**src/rtl/i2c_wr_pkg.sv**
```systemverilog
package i2c_wr_pkg;
  localparam int BYTE_W   = 8;
  localparam int IDX_W    = 3;
  localparam int PAY_W    = 5;
  localparam int NUM_REGS = 5;
  localparam int CNT_W    = $clog2(BYTE_W) + 1;
  localparam logic [5:0] DEV_ADDR_HI = 6'b111110;

  typedef enum logic [2:0] {
    ST_IDLE, ST_ADDR, ST_ADDR_GAP, ST_ADDR_ACK,
    ST_DATA, ST_DATA_GAP, ST_DATA_ACK, ST_SKIP
  } bus_state_t;

  function automatic logic [PAY_W-1:0] keep_mask(input int idx);
    case (idx)
      0:       keep_mask = 5'b11100;
      1:       keep_mask = 5'b11110;
      default: keep_mask = '1;
    endcase
  endfunction
endpackage

```
**src/rtl/i2c_line_sync.sv**
```systemverilog
module i2c_line_sync #(
  parameter int STAGES = 2
) (
  input  logic clk,
  input  logic rst,
  input  logic scl_i,
  input  logic sda_i,
  output logic sda_s,
  output logic scl_rise,
  output logic scl_fall,
  output logic start_det,
  output logic stop_det
);
  logic [STAGES:0] scl_p;
  logic [STAGES:0] sda_p;
  logic scl_now, scl_old, sda_now, sda_old;

  always_ff @(posedge clk) begin
    if (rst) begin
      scl_p <= '1;
      sda_p <= '1;
    end else begin
      scl_p <= {scl_p[STAGES-1:0], scl_i};
      sda_p <= {sda_p[STAGES-1:0], sda_i};
    end
  end

  assign scl_now   = scl_p[STAGES-1];
  assign scl_old   = scl_p[STAGES];
  assign sda_now   = sda_p[STAGES-1];
  assign sda_old   = sda_p[STAGES];
  assign sda_s     = sda_now;
  assign scl_rise  = scl_now & ~scl_old;
  assign scl_fall  = ~scl_now & scl_old;
  assign start_det = scl_now & scl_old & sda_old & ~sda_now;
  assign stop_det  = scl_now & scl_old & ~sda_old & sda_now;
endmodule

```
**src/rtl/i2c_wr_fsm.sv**
```systemverilog
module i2c_wr_fsm
  import i2c_wr_pkg::*;
(
  input  logic              clk,
  input  logic              rst,
  input  logic [6:0]        dev_addr,
  input  logic              sda_s,
  input  logic              scl_rise,
  input  logic              scl_fall,
  input  logic              start_det,
  input  logic              stop_det,
  output logic              sda_oe,
  output logic              wr_en,
  output logic [BYTE_W-1:0] wr_byte
);
  bus_state_t        state;
  logic [CNT_W-1:0]  bit_cnt;
  logic [BYTE_W-1:0] shreg;
  logic [BYTE_W-1:0] next_byte;
  logic              last_bit;

  assign next_byte = {shreg[BYTE_W-2:0], sda_s};
  assign last_bit  = (bit_cnt == CNT_W'(BYTE_W - 1));

  always_ff @(posedge clk) begin
    if (rst) begin
      state   <= ST_IDLE;
      bit_cnt <= '0;
      shreg   <= '0;
      sda_oe  <= 1'b0;
      wr_en   <= 1'b0;
      wr_byte <= '0;
    end else begin
      wr_en <= 1'b0;
      if (start_det) begin
        state   <= ST_ADDR;
        bit_cnt <= '0;
        sda_oe  <= 1'b0;
      end else if (stop_det) begin
        state   <= ST_IDLE;
        bit_cnt <= '0;
        sda_oe  <= 1'b0;
      end else begin
        case (state)
          ST_ADDR: if (scl_rise) begin
            shreg   <= next_byte;
            bit_cnt <= bit_cnt + 1'b1;
            if (last_bit)
              state <= (next_byte == {dev_addr, 1'b0}) ? ST_ADDR_GAP : ST_SKIP;
          end
          ST_ADDR_GAP: if (scl_fall) begin
            sda_oe <= 1'b1;
            state  <= ST_ADDR_ACK;
          end
          ST_ADDR_ACK: if (scl_fall) begin
            sda_oe  <= 1'b0;
            bit_cnt <= '0;
            state   <= ST_DATA;
          end
          ST_DATA: if (scl_rise) begin
            shreg   <= next_byte;
            bit_cnt <= bit_cnt + 1'b1;
            if (last_bit) begin
              wr_en   <= 1'b1;
              wr_byte <= next_byte;
              state   <= ST_DATA_GAP;
            end
          end
          ST_DATA_GAP: if (scl_fall) begin
            sda_oe <= 1'b1;
            state  <= ST_DATA_ACK;
          end
          ST_DATA_ACK: if (scl_fall) begin
            sda_oe <= 1'b0;
            state  <= ST_SKIP;
          end
          default: ;
        endcase
      end
    end
  end
endmodule

```
**src/rtl/i2c_reg_bank.sv**
```systemverilog
module i2c_reg_bank
  import i2c_wr_pkg::*;
(
  input  logic                               clk,
  input  logic                               rst,
  input  logic                               wr_en,
  input  logic [BYTE_W-1:0]                  wr_byte,
  output logic [NUM_REGS-1:0][PAY_W-1:0]     regs_q
);
  logic [IDX_W-1:0] wr_idx;
  logic [PAY_W-1:0] wr_val;

  assign wr_idx = wr_byte[BYTE_W-1 -: IDX_W];
  assign wr_val = wr_byte[PAY_W-1:0];

  for (genvar g = 0; g < NUM_REGS; g++) begin : g_reg
    logic [PAY_W-1:0] q;
    always_ff @(posedge clk) begin
      if (rst)
        q <= '0;
      else if (wr_en && (wr_idx == IDX_W'(g)))
        q <= wr_val & keep_mask(g);
    end
    assign regs_q[g] = q;
  end
endmodule

```
**src/rtl/i2c_wr_regs.sv**
```systemverilog
module i2c_wr_regs
  import i2c_wr_pkg::*;
#(
  parameter int SYNC_STAGES = 2
) (
  input  logic             clk,
  input  logic             rst,
  input  logic             addr_sel,
  input  logic             scl_i,
  input  logic             sda_i,
  output logic             sda_oe,
  output logic [PAY_W-1:0] mode_q,
  output logic [PAY_W-1:0] diag_q,
  output logic [PAY_W-1:0] fmask_q,
  output logic [PAY_W-1:0] vol1_q,
  output logic [PAY_W-1:0] vol2_q
);
  logic sda_s, scl_rise, scl_fall, start_det, stop_det;
  logic wr_en;
  logic [BYTE_W-1:0] wr_byte;
  logic [NUM_REGS-1:0][PAY_W-1:0] regs_q;

  i2c_line_sync #(.STAGES(SYNC_STAGES)) u_sync (
    .clk(clk), .rst(rst), .scl_i(scl_i), .sda_i(sda_i),
    .sda_s(sda_s), .scl_rise(scl_rise), .scl_fall(scl_fall),
    .start_det(start_det), .stop_det(stop_det)
  );

  i2c_wr_fsm u_fsm (
    .clk(clk), .rst(rst), .dev_addr({DEV_ADDR_HI, addr_sel}),
    .sda_s(sda_s), .scl_rise(scl_rise), .scl_fall(scl_fall),
    .start_det(start_det), .stop_det(stop_det),
    .sda_oe(sda_oe), .wr_en(wr_en), .wr_byte(wr_byte)
  );

  i2c_reg_bank u_bank (
    .clk(clk), .rst(rst), .wr_en(wr_en), .wr_byte(wr_byte), .regs_q(regs_q)
  );

  assign mode_q  = regs_q[0];
  assign diag_q  = regs_q[1];
  assign fmask_q = regs_q[2];
  assign vol1_q  = regs_q[3];
  assign vol2_q  = regs_q[4];
endmodule

```
**config.mk**
```make
export PLATFORM = sky130hd
export DESIGN_NAME = i2c_wr_regs
export DESIGN_NICKNAME = d
export VERILOG_FILES = /design/src/rtl/i2c_wr_pkg.sv /design/src/rtl/i2c_line_sync.sv /design/src/rtl/i2c_wr_fsm.sv /design/src/rtl/i2c_reg_bank.sv /design/src/rtl/i2c_wr_regs.sv
export SDC_FILE = /design/constraint.sdc
export NUM_CORES = 1
export LEC_CHECK = 0
export BUFFER_PORTS_ARGS = -buffer_cell sky130_fd_sc_hd__buf_4
export CORE_UTILIZATION = 55
export DETAILED_ROUTE_END_ITERATION = 8
export MAX_ROUTING_LAYER = met4
export PLACE_DENSITY = 0.8
export SYNTH_ARGS = -nofsm -noshare
export SYNTH_HDL_FRONTEND = slang
export SYNTH_SLANG_ARGS = --single-unit
```
**constraint.sdc**
```tcl
create_clock -name clk -period 2.2 [get_ports clk]
set_input_delay 0.44 -clock clk [delete_from_list [all_inputs] [get_ports clk]]
set_output_delay 0.44 -clock clk [all_outputs]
set_load 0.1 [all_outputs]
```
# ---- After elaboration in Yosys (flattened, before gate mapping)
# Index checks and enable logic that the tools add are counted.
dict set report totals {
  latchBits 0
  input_bits 5
  rom_bits 0
  out_inout_bits 26
  ff_bits 52
  memories 0
  ramBits 0
}
dict set report op_classes {
  reduce_logical 21
  eq_ne 31
  bitwise_logic 15
  n_lt_le_gt_ge 0
  n_mux 19
  shift 0
  add_sub_neg 1
  mul 0
  n_div 0
}
# op count
set op_table {}
lappend op_table {{2-to-1 mux 3 bit} 9}
lappend op_table {{!= test 4 bit, second input constant} 6}
lappend op_table {{one-hot mux 3 bit (6 select lines)} 1}
lappend op_table {{AND reduction 9 bit} 2}
lappend op_table {{equality test 3 x 2 -> 1 bit, second input constant} 4}
lappend op_table {{equality test 3 bit, second input constant} 4}
lappend op_table {{!= test 2 bit, second input constant} 6}
lappend op_table {{!= test 2 x 1 -> 1 bit, second input constant} 5}
lappend op_table {{equality test 8 bit} 1}
lappend op_table {{2-to-1 mux 4 bit} 2}
lappend op_table {{!= test 4 x 3 -> 1 bit, second input constant} 2}
lappend op_table {{inverter 1 bit} 8}
lappend op_table {{one-hot mux 4 bit (2 select lines)} 1}
lappend op_table {{nonzero test 8 bit} 1}
lappend op_table {{bitwise AND 1 bit} 7}
lappend op_table {{equality test 3 x 1 -> 1 bit, second input constant} 2}
lappend op_table {{AND reduction 3 bit} 2}
lappend op_table {{nonzero test 6 bit} 1}
lappend op_table {{OR reduction 2 bit} 3}
lappend op_table {{logical AND 1 bit} 5}
lappend op_table {{2-to-1 mux 1 bit} 5}
lappend op_table {{AND reduction 5 bit} 1}
lappend op_table {{OR reduction 5 bit} 1}
lappend op_table {{adder 4 x 1 -> 4 bit, second input constant} 1}
lappend op_table {{6 further kinds} 7}

# ---- Logic depth before layout (Yosys ltp)
# Gate-level depths: netlist (run 1).
dict set report depth {
  word_depth 7
  mapped_depth 7
}

# ---- Cells and area by module
# A second synthesis (run 1) with hierarchy kept.
dict set report hier_totals {
  cells_unflattened 228
  area_unflattened_um2 2306.0
}
# mod n_inst cells_per_inst seq_area_each_um2 area_each_um2
set by_module_without_submodules {}
lappend by_module_without_submodules {i2c_wr_fsm 1 124 480.5 1159.9}
lappend by_module_without_submodules {i2c_reg_bank 1 86 440.4 948.4}
lappend by_module_without_submodules {i2c_line_sync 1 16 120.1 190.2}
lappend by_module_without_submodules {i2c_wr_regs 1 2 0.0 7.5}

# ---- Worst setup path after synthesis (run 1)
# Ideal clock, no wire load.
dict set report synth_path {
  kind {reg2reg}
  startpoint {register u_fsm.bit_cnt[0]}
  endpoint {register u_fsm.wr_byte[6]}
  path_stages_with_launch 8
  n_path_buf 1
  setup_time_ns 0.128
  slack_ns 0.515
  arrival_time_ns 1.557
  cell_sequence {dfxtp_1 > ha_1 > nand2_1 > or3_4 > or3_1 > buf_6 > mux2i_1 > nor2_1}
}
dict set report synth_via {
  elab_chain_cells 2
}
# element line
set synth_rtl {}
lappend synth_rtl {{start: declaration} i2c_wr_fsm.sv:17} ;# logic [CNT_W-1:0] bit_cnt;
lappend synth_rtl {{start signal: assignment} i2c_wr_fsm.sv:47} ;# bit_cnt <= bit_cnt + 1'b1;
lappend synth_rtl {{start signal: assignment} i2c_wr_fsm.sv:62} ;# bit_cnt <= bit_cnt + 1'b1;
lappend synth_rtl {{equality test 4 x 3 -> 1 bit} i2c_wr_fsm.sv:23} ;# assign last_bit = (bit_cnt == CNT_W'(BYTE_W - 1));
lappend synth_rtl {{AND reduction 5 bit (no source line)} -}
lappend synth_rtl {{end signal: assignment} i2c_wr_fsm.sv:65} ;# wr_byte <= next_byte;
lappend synth_rtl {{end: declaration} i2c_wr_fsm.sv:14} ;# output logic [BYTE_W-1:0] wr_byte
# No other way between the ends.
# A chain may end at the register's enable or synchronous reset.

# ---- Worst setup path after layout (run 1)
dict set report layout_path {
  startpoint {register u_fsm.bit_cnt[0]}
  endpoint {register u_fsm.wr_byte[7]}
}
# Same word-level chain as after synthesis.

==> results of run 1 <==
synthesized netlist by cell type, types with 2 or more instances:
cell      number
mux2i_1       38
xnor2_1        3
inv_1          2
nor2_1        51
or3_1          2
a31oi_1        2
a21oi_1        5
nand2b_1       3
or2_2          8
buf_4          4
nand2_1        8
clkbuf_1       8
xor2_1         4
dfxtp_1       52
nor3_1         3
nand3_1        2
power by group through the flow:
stage	logic (uW)	registers [uW]	clock network (uW)
2_1_floorplan	57.9	971	0
3_3_place_gp	61.3	974	0
3_5_place_dp	60.9	974	0
4_1_cts	61.2	952	524
5_1_grt	66.1	954	576
6_report	60.7	952	515
per-layer routing:
layer / routed length [um] / track usage, % / up-vias
li1: - / - / 757
met1: 1700 / 26.0 / 691
met2: 1690 / 32.7 / 30
met3: 158 / 5.89 / 5
met4: 44 / 7.67 / 0
met5: 0 / - / -
stage by stage:
step	cell area, um^2	setup slack, ns
2_1_floorplan	2100	0.515
3_3_place_gp	2290	0.339
3_5_place_dp	2290	0.279
4_1_cts	2370	0.264
5_1_grt	2370	0.150
6_report	2370	0.284
final cells by class:
cell class	count	share of cell area, %
Multi-Input combinational cell	149	41.0
Clock inverter	2	0.527
Tap cell	48	2.53
Inverter	2	0.316
Clock buffer	5	2.90
Sequential cell	52	43.9
Timing Repair Buffer	28	8.86
registers in the layout, indices dropped and copies added (netlist names), 3 cells and up:
| name | count |
|---|---|
| u_fsm.bit_cnt | 4 |
| u_fsm.state | 3 |
| u_sync.sda_p | 3 |
| u_sync.scl_p | 3 |
| u_fsm.wr_byte | 8 |
| u_bank.g.q | 22 |
| u_fsm.shreg | 7 |
how the worst max path moves through the flow:
stage | startpoint | cells past startpoint | endpoint
3_5_place_dp | u_fsm.bit_cnt[0]$_SDFFE_PP0P_ | 6 | u_fsm.wr_byte[7]$_SDFFE_PP0P_
5_1_grt | u_fsm.state[0]$_SDFFE_PP0P_ | 5 | u_fsm.shreg[3]$_SDFFE_PP0P_
6_report | u_fsm.bit_cnt[0]$_SDFFE_PP0P_ | 6 | u_fsm.wr_byte[7]$_SDFFE_PP0P_
2_1_floorplan | u_fsm.bit_cnt[0]$_SDFFE_PP0P_ | 7 | u_fsm.wr_byte[6]$_SDFFE_PP0P_
3_3_place_gp | u_fsm.bit_cnt[0]$_SDFFE_PP0P_ | 6 | u_fsm.wr_byte[3]$_SDFFE_PP0P_
4_1_cts | u_fsm.bit_cnt[0]$_SDFFE_PP0P_ | 6 | u_fsm.wr_byte[7]$_SDFFE_PP0P_
kinds of logic after synthesis:
logic type / share of synthesized area, %
xor gates and xnor gates: 2.93
other: 0.179
adders and majority gates: 0.597
and+or+nand+nor: 19.3
muxes: 18.1
DFF: 49.7
buffers and inverters: 4.24
AOI/OAI and AO/OA: 4.96
placed cells by master (no fill, tap or decap), types with 2 or more instances in the layout:
| cell type | n |
|---|---|
| clkbuf_8 | 5 |
| inv_1 | 2 |
| a21oi_1 | 5 |
| nor2_1 | 51 |
| buf_4 | 28 |
| a31oi_1 | 2 |
| xor2_1 | 4 |
| or3_1 | 2 |
| nand2b_1 | 3 |
| or2_2 | 8 |
| nand2_1 | 8 |
| nand3_1 | 2 |
| conb_1 | 3 |
| xnor2_1 | 3 |
| nor3_1 | 3 |
| dfxtp_1 | 52 |
| mux2i_1 | 38 |
worst max-delay path, cell delays in order (launching register included):
cell and delay (ns):
dfxtp_1 0.37, ha_1 0.17, nand2_1 0.05, or3_4 0.33, or3_1 0.57, mux2i_1 0.24
nor2_1 0.06
==> impl_results.md, run 1 <==
- Status: complete, no violations
- Clock-pin slew on the worst setup and hold paths: 0.09 ns
- Slew Viols, Final: 0
- Yosys top cell area share: 49.7%
- Largest net degree at the start of global routing: 48
- WP data arrival: 2.10 ns
- Highest clock rate: 0.522 GHz
- Seq/Total Area, Yosys: 49.7%
- Relative slew slack: 58.6%
- Pwr Density: 644 nW/um^2
- Final Hold Viols: 0
- Core area: 3660 um^2
- Multi-input combinational cell area: 973 um^2
- Post-Synthesis Cells: 216
- # resized after CTS: 0
- Clock Power Share: 33.7%
- Root Driver: clkbuf_8
- Finished Layout Cells: 286
- Reg-to-Reg End: u_fsm.wr_byte[7]$_SDFFE_PP0P_
- Final Util: 64.8%
- Psw: 350 uW
- Worst hold path endpoint: u_sync.sda_p[0]$_SDFF_PP1_
- Net Sw Frac: 22.9%
- Synth top area cells: dfxtp_1 (50%), mux2i_1 (18%), nor2_1 (9.1%)
- Period Utilization, post-route: 87.1%
- Via-per-instance ratio: 5.19
- Hold Slack: 0.320 ns
- Post-synth EDFFs: 0
- # IOs: 31
- RSZ-0062 raised after global routing: no
- Syn avg cell area: 9.70 um^2
- CTS tree: done
- RePlAce Congestion: 0.797
- Worst setup EP type: register
- Overall Global Routing Usage: 21.0%
- Max FO, Critical Path: 9
- Reg power frac: 62.3%
- Synth area leader: dfxtp_1
- First-pass GRT wire length: 6310 um
- Die ar.: 4060 um^2
- Crit path kind: register to register
- Cell Rows: 22
- Syn. warnings: 0
- Final min period: 1.92 ns
- Worst skew pair latency: 0.30 ns
- Worst Hold Depth: 2
- CTS Sinks: 52
- DR vias: 1483
- Total chip power: 1530 uW
- Ys flop type: dfxtp_1
- Worst R2R Path Depth: 6
- Setup TNS: 0 ns
- Chip Height: 63.7 um
- Dpl hpwl: 2510 um
- Max-cap viol count: 0
- CP required: 2.38 ns
- Congestion Overflow GR: 0
- Drt wl/cell: 12.6 um
- FF+latch area: 1040 um^2
- Die Width: 63.7 um
- ANT nets after route: 0
- Antenna Cells: 0
- Int Power: 1180 uW
- Number of H-tree levels: 2
- Final nets: 244
- Flop-to-flop setup slack: 0.28 ns
- Hold_buf cts: 0
- Peak supply drop: 0.000666 V
- Reg-to-reg startpoint: u_fsm.bit_cnt[0]$_SDFFE_PP0P_
- Final setup viols: 0
- #FFs+latches synth: 52
- Fillers: 336
- DR DRC count: 0
- Share of layout cells above drive strength 1: 20.2%
- Worst Hold Class: input port to register
- Leakage: 0.00100 uW
- Slew @ Worst Pin: 0.620 ns
- Postcts setup bufs: 0
- Antenna violations before repair: 0
- Skew final: 0.00494 ns
- Starting Density: 57.2%
- Placed Cells: 279
- Total CTS buffers: 5
- Netlist cell types: 37
- DR iter-0 viols: 84
- Number of global-route vias before repair: 1373
- DRT Wirelength: 3600 um
- Gate power share: 4.0%
- Startpoint Class: register
- Hold path startpoint: sda_i
- Iteration count of the initial detailed-routing pass: 6
- FFs w/ async S/R, synth: 0%
- Post-Syn Area: 2100 um^2
- Count of input and output buffers: 27
- Clock Path Buffers: 2
- Area Overhead vs Synth: 13.3%
(Power assumes the default switching activity.)
==> run 2: changes to the inputs <==
CORE_MARGIN = 4   (was not set)
PLACE_DENSITY = 0.89   (was 0.8)
SETUP_SLACK_MARGIN = 0.5   (was not set)
==> impl_results.md, run 2 (same netlist as run 1, synthesis figures left out) <==
- Status: complete, no violations
- Most common cell after layout, fill and taps aside: nor2_1
- Multi-input combinational cell area: 1030 um^2
- Highest clock rate: 0.599 GHz
- Total CTS buffers: 5
- Peak per-stage delay on the critical path: 0.40 ns
- DRT Wirelength: 4070 um
- Via-per-instance ratio: 5.24
- Drt wl/cell: 14.1 um
- Number of H-tree levels: 2
- Share of layout cells above drive strength 1: 26.1%
- Startpoint Class: register
- Crit path kind: register to register
- Congestion Overflow GR: 0
- Dpl hpwl: 2600 um
- Worst Hold Class: input port to register
- Area Overhead vs Synth: 17.7%
- Relative slew slack: 62.3%
- Max-cap viol count: 0
- Period Utilization, post-route: 75.9%
- Final Hold Viols: 0
- Starting Density: 57.2%
- DR iter-0 viols: 83
- Top cell by count, worst path: or3_4
- Peak supply drop: 0.000688 V
- Clock-pin slew on the worst setup and hold paths: 0.08 ns
- Worst skew pair latency: 0.30 ns
- Skew final: 0.00608 ns
- Final nets: 246
- DR DRC count: 0
- Max FO, Critical Path: 5
- Pre-CTS setup slack: 0.284 ns
- RSZ-0062 raised after global routing: yes
- CTS Sinks: 52
- Commonest non-fill, non-tap cells in the layout: nor2_1 (50), dfxtp_1 (45), mux2i_1 (38)
- Total chip power: 1560 uW
- FF+latch area: 1050 um^2
- Largest net degree at the start of global routing: 48
- Slew Viols, Final: 0
- Leakage: 0.00102 uW
- Critical path buffers and inverters: 0
- Setup ws final: 0.530 ns
- Root Driver: clkbuf_8
- Chip Height: 69.7 um
- Hold_buf cts: 0
- Finished Layout Cells: 289
- First-pass GRT wire length: 6480 um
- Worst setup EP type: register
- Flop-to-flop setup slack: 0.53 ns
- Overall Global Routing Usage: 16.9%
- Final setup viols: 0
- Largest reg by FF count: u_bank.g.q
- Placed Cells: 279
- Core area: 3660 um^2
- CP required: 2.37 ns
- RePlAce Congestion: 0.774
- DR vias: 1513
- CTS tree: done
- Final min period: 1.67 ns
- Hold Slack: 0.321 ns
- Crit-path cells: ha_4 > nand2_1 > or3_4 > or3_4 > mux2i_1 > nor2_1
- Pwr Density: 631 nW/um^2
- Top flop regs: u_bank.g.q x22, u_fsm.wr_byte x8, u_fsm.shreg x7
- Slowest cell on crit path: or3_4
- Antenna Cells: 0
- Fillers: 293
- Max reg flops: 22
- Number of global-route vias before repair: 1424
- Cell Rows: 22
- Setup TNS: 0 ns
- Antenna violations before repair: 0
- Count of input and output buffers: 27
- Die ar.: 4860 um^2
- WP data arrival: 1.84 ns
- Die Width: 69.7 um
- Clock Path Buffers: 2
- Slew @ Worst Pin: 0.563 ns
- ANT nets after route: 0
- # IOs: 31
- Top cell family by delay on the critical path: simple AND/OR/NAND/NOR gates
- Iteration count of the initial detailed-routing pass: 4
==> run 2: cell count changes in the layout (fill, tap and decap cells not counted), sizes merged <==
cell / delta
clkbuf: +2
buf: +1
clkinv: -1
or3: +1
==> run 2: layout make-up <==
class / instances / area share, %
clock buffers: 7 / 3.50
clock inverters: 1 / 0.304
inverters: 2 / 0.304
multi-input cells: 150 / 41.9
flip-flops and latches: 52 / 42.7
well taps: 48 / 2.43
repair buffers: 29 / 8.82
==> run 2: repair_timing <==
item / in CTS / in global routing
buffers inserted: 0 / 1
resized for setup: 4 / 14
gates cloned: 1 / 0
setup endpoints to repair: 10 / 22
pin swaps: 1 / 1
==> run 2: worst reg2reg max path: cells and delay by family (launching register included) <==
family | cells | cell delay, ns
muxes | 1 | 0.17
adders and majority gates | 1 | 0.13
DFF | 1 | 0.38
and+or+nand+nor | 4 | 0.87
==> run 2: power by group <==
group / leakage [uW] / total, uW / switching (uW) / internal [uW]
Clock: 0.0000445 / 543 / 287 / 256
Sequential: 0.000422 / 950 / 6.65 / 944
Combinational: 0.000552 / 63.4 / 46.6 / 16.8
Total: 0.00102 / 1560 / 341 / 1220
==> run 2: metrics by stage <==
stage | utilization, % | cell area, um^2
finish | 67.4 | 2470
global placement | 62.6 | 2290
CTS | 66.0 | 2410
global route | 67.4 | 2470
floorplan | - | 2100
detailed placement | 62.6 | 2290
==> run 2: layer usage <==
layer  vias up  GRT usage [%]  wire length [um]
met3         8           4.20               176
met5         -              -                 0
met1       708           21.0              1820
li1        763              -                 -
met2        34           26.3              2000
met4         0           7.02                63
==> run 2: worst paths after layout <==
kind | start | endpoint | cells past startpoint
worst max register to register | u_fsm.bit_cnt[0]$_SDFFE_PP0P_ | u_fsm.wr_byte[3]$_SDFFE_PP0P_ | 6
worst min-delay path | sda_i | u_sync.sda_p[0]$_SDFF_PP1_ | 2
worst min register to register | u_sync.sda_p[0]$_SDFF_PP1_ | u_sync.sda_p[1]$_SDFF_PP1_ | 1
worst max-delay path | u_fsm.bit_cnt[0]$_SDFFE_PP0P_ | u_fsm.wr_byte[3]$_SDFFE_PP0P_ | 6
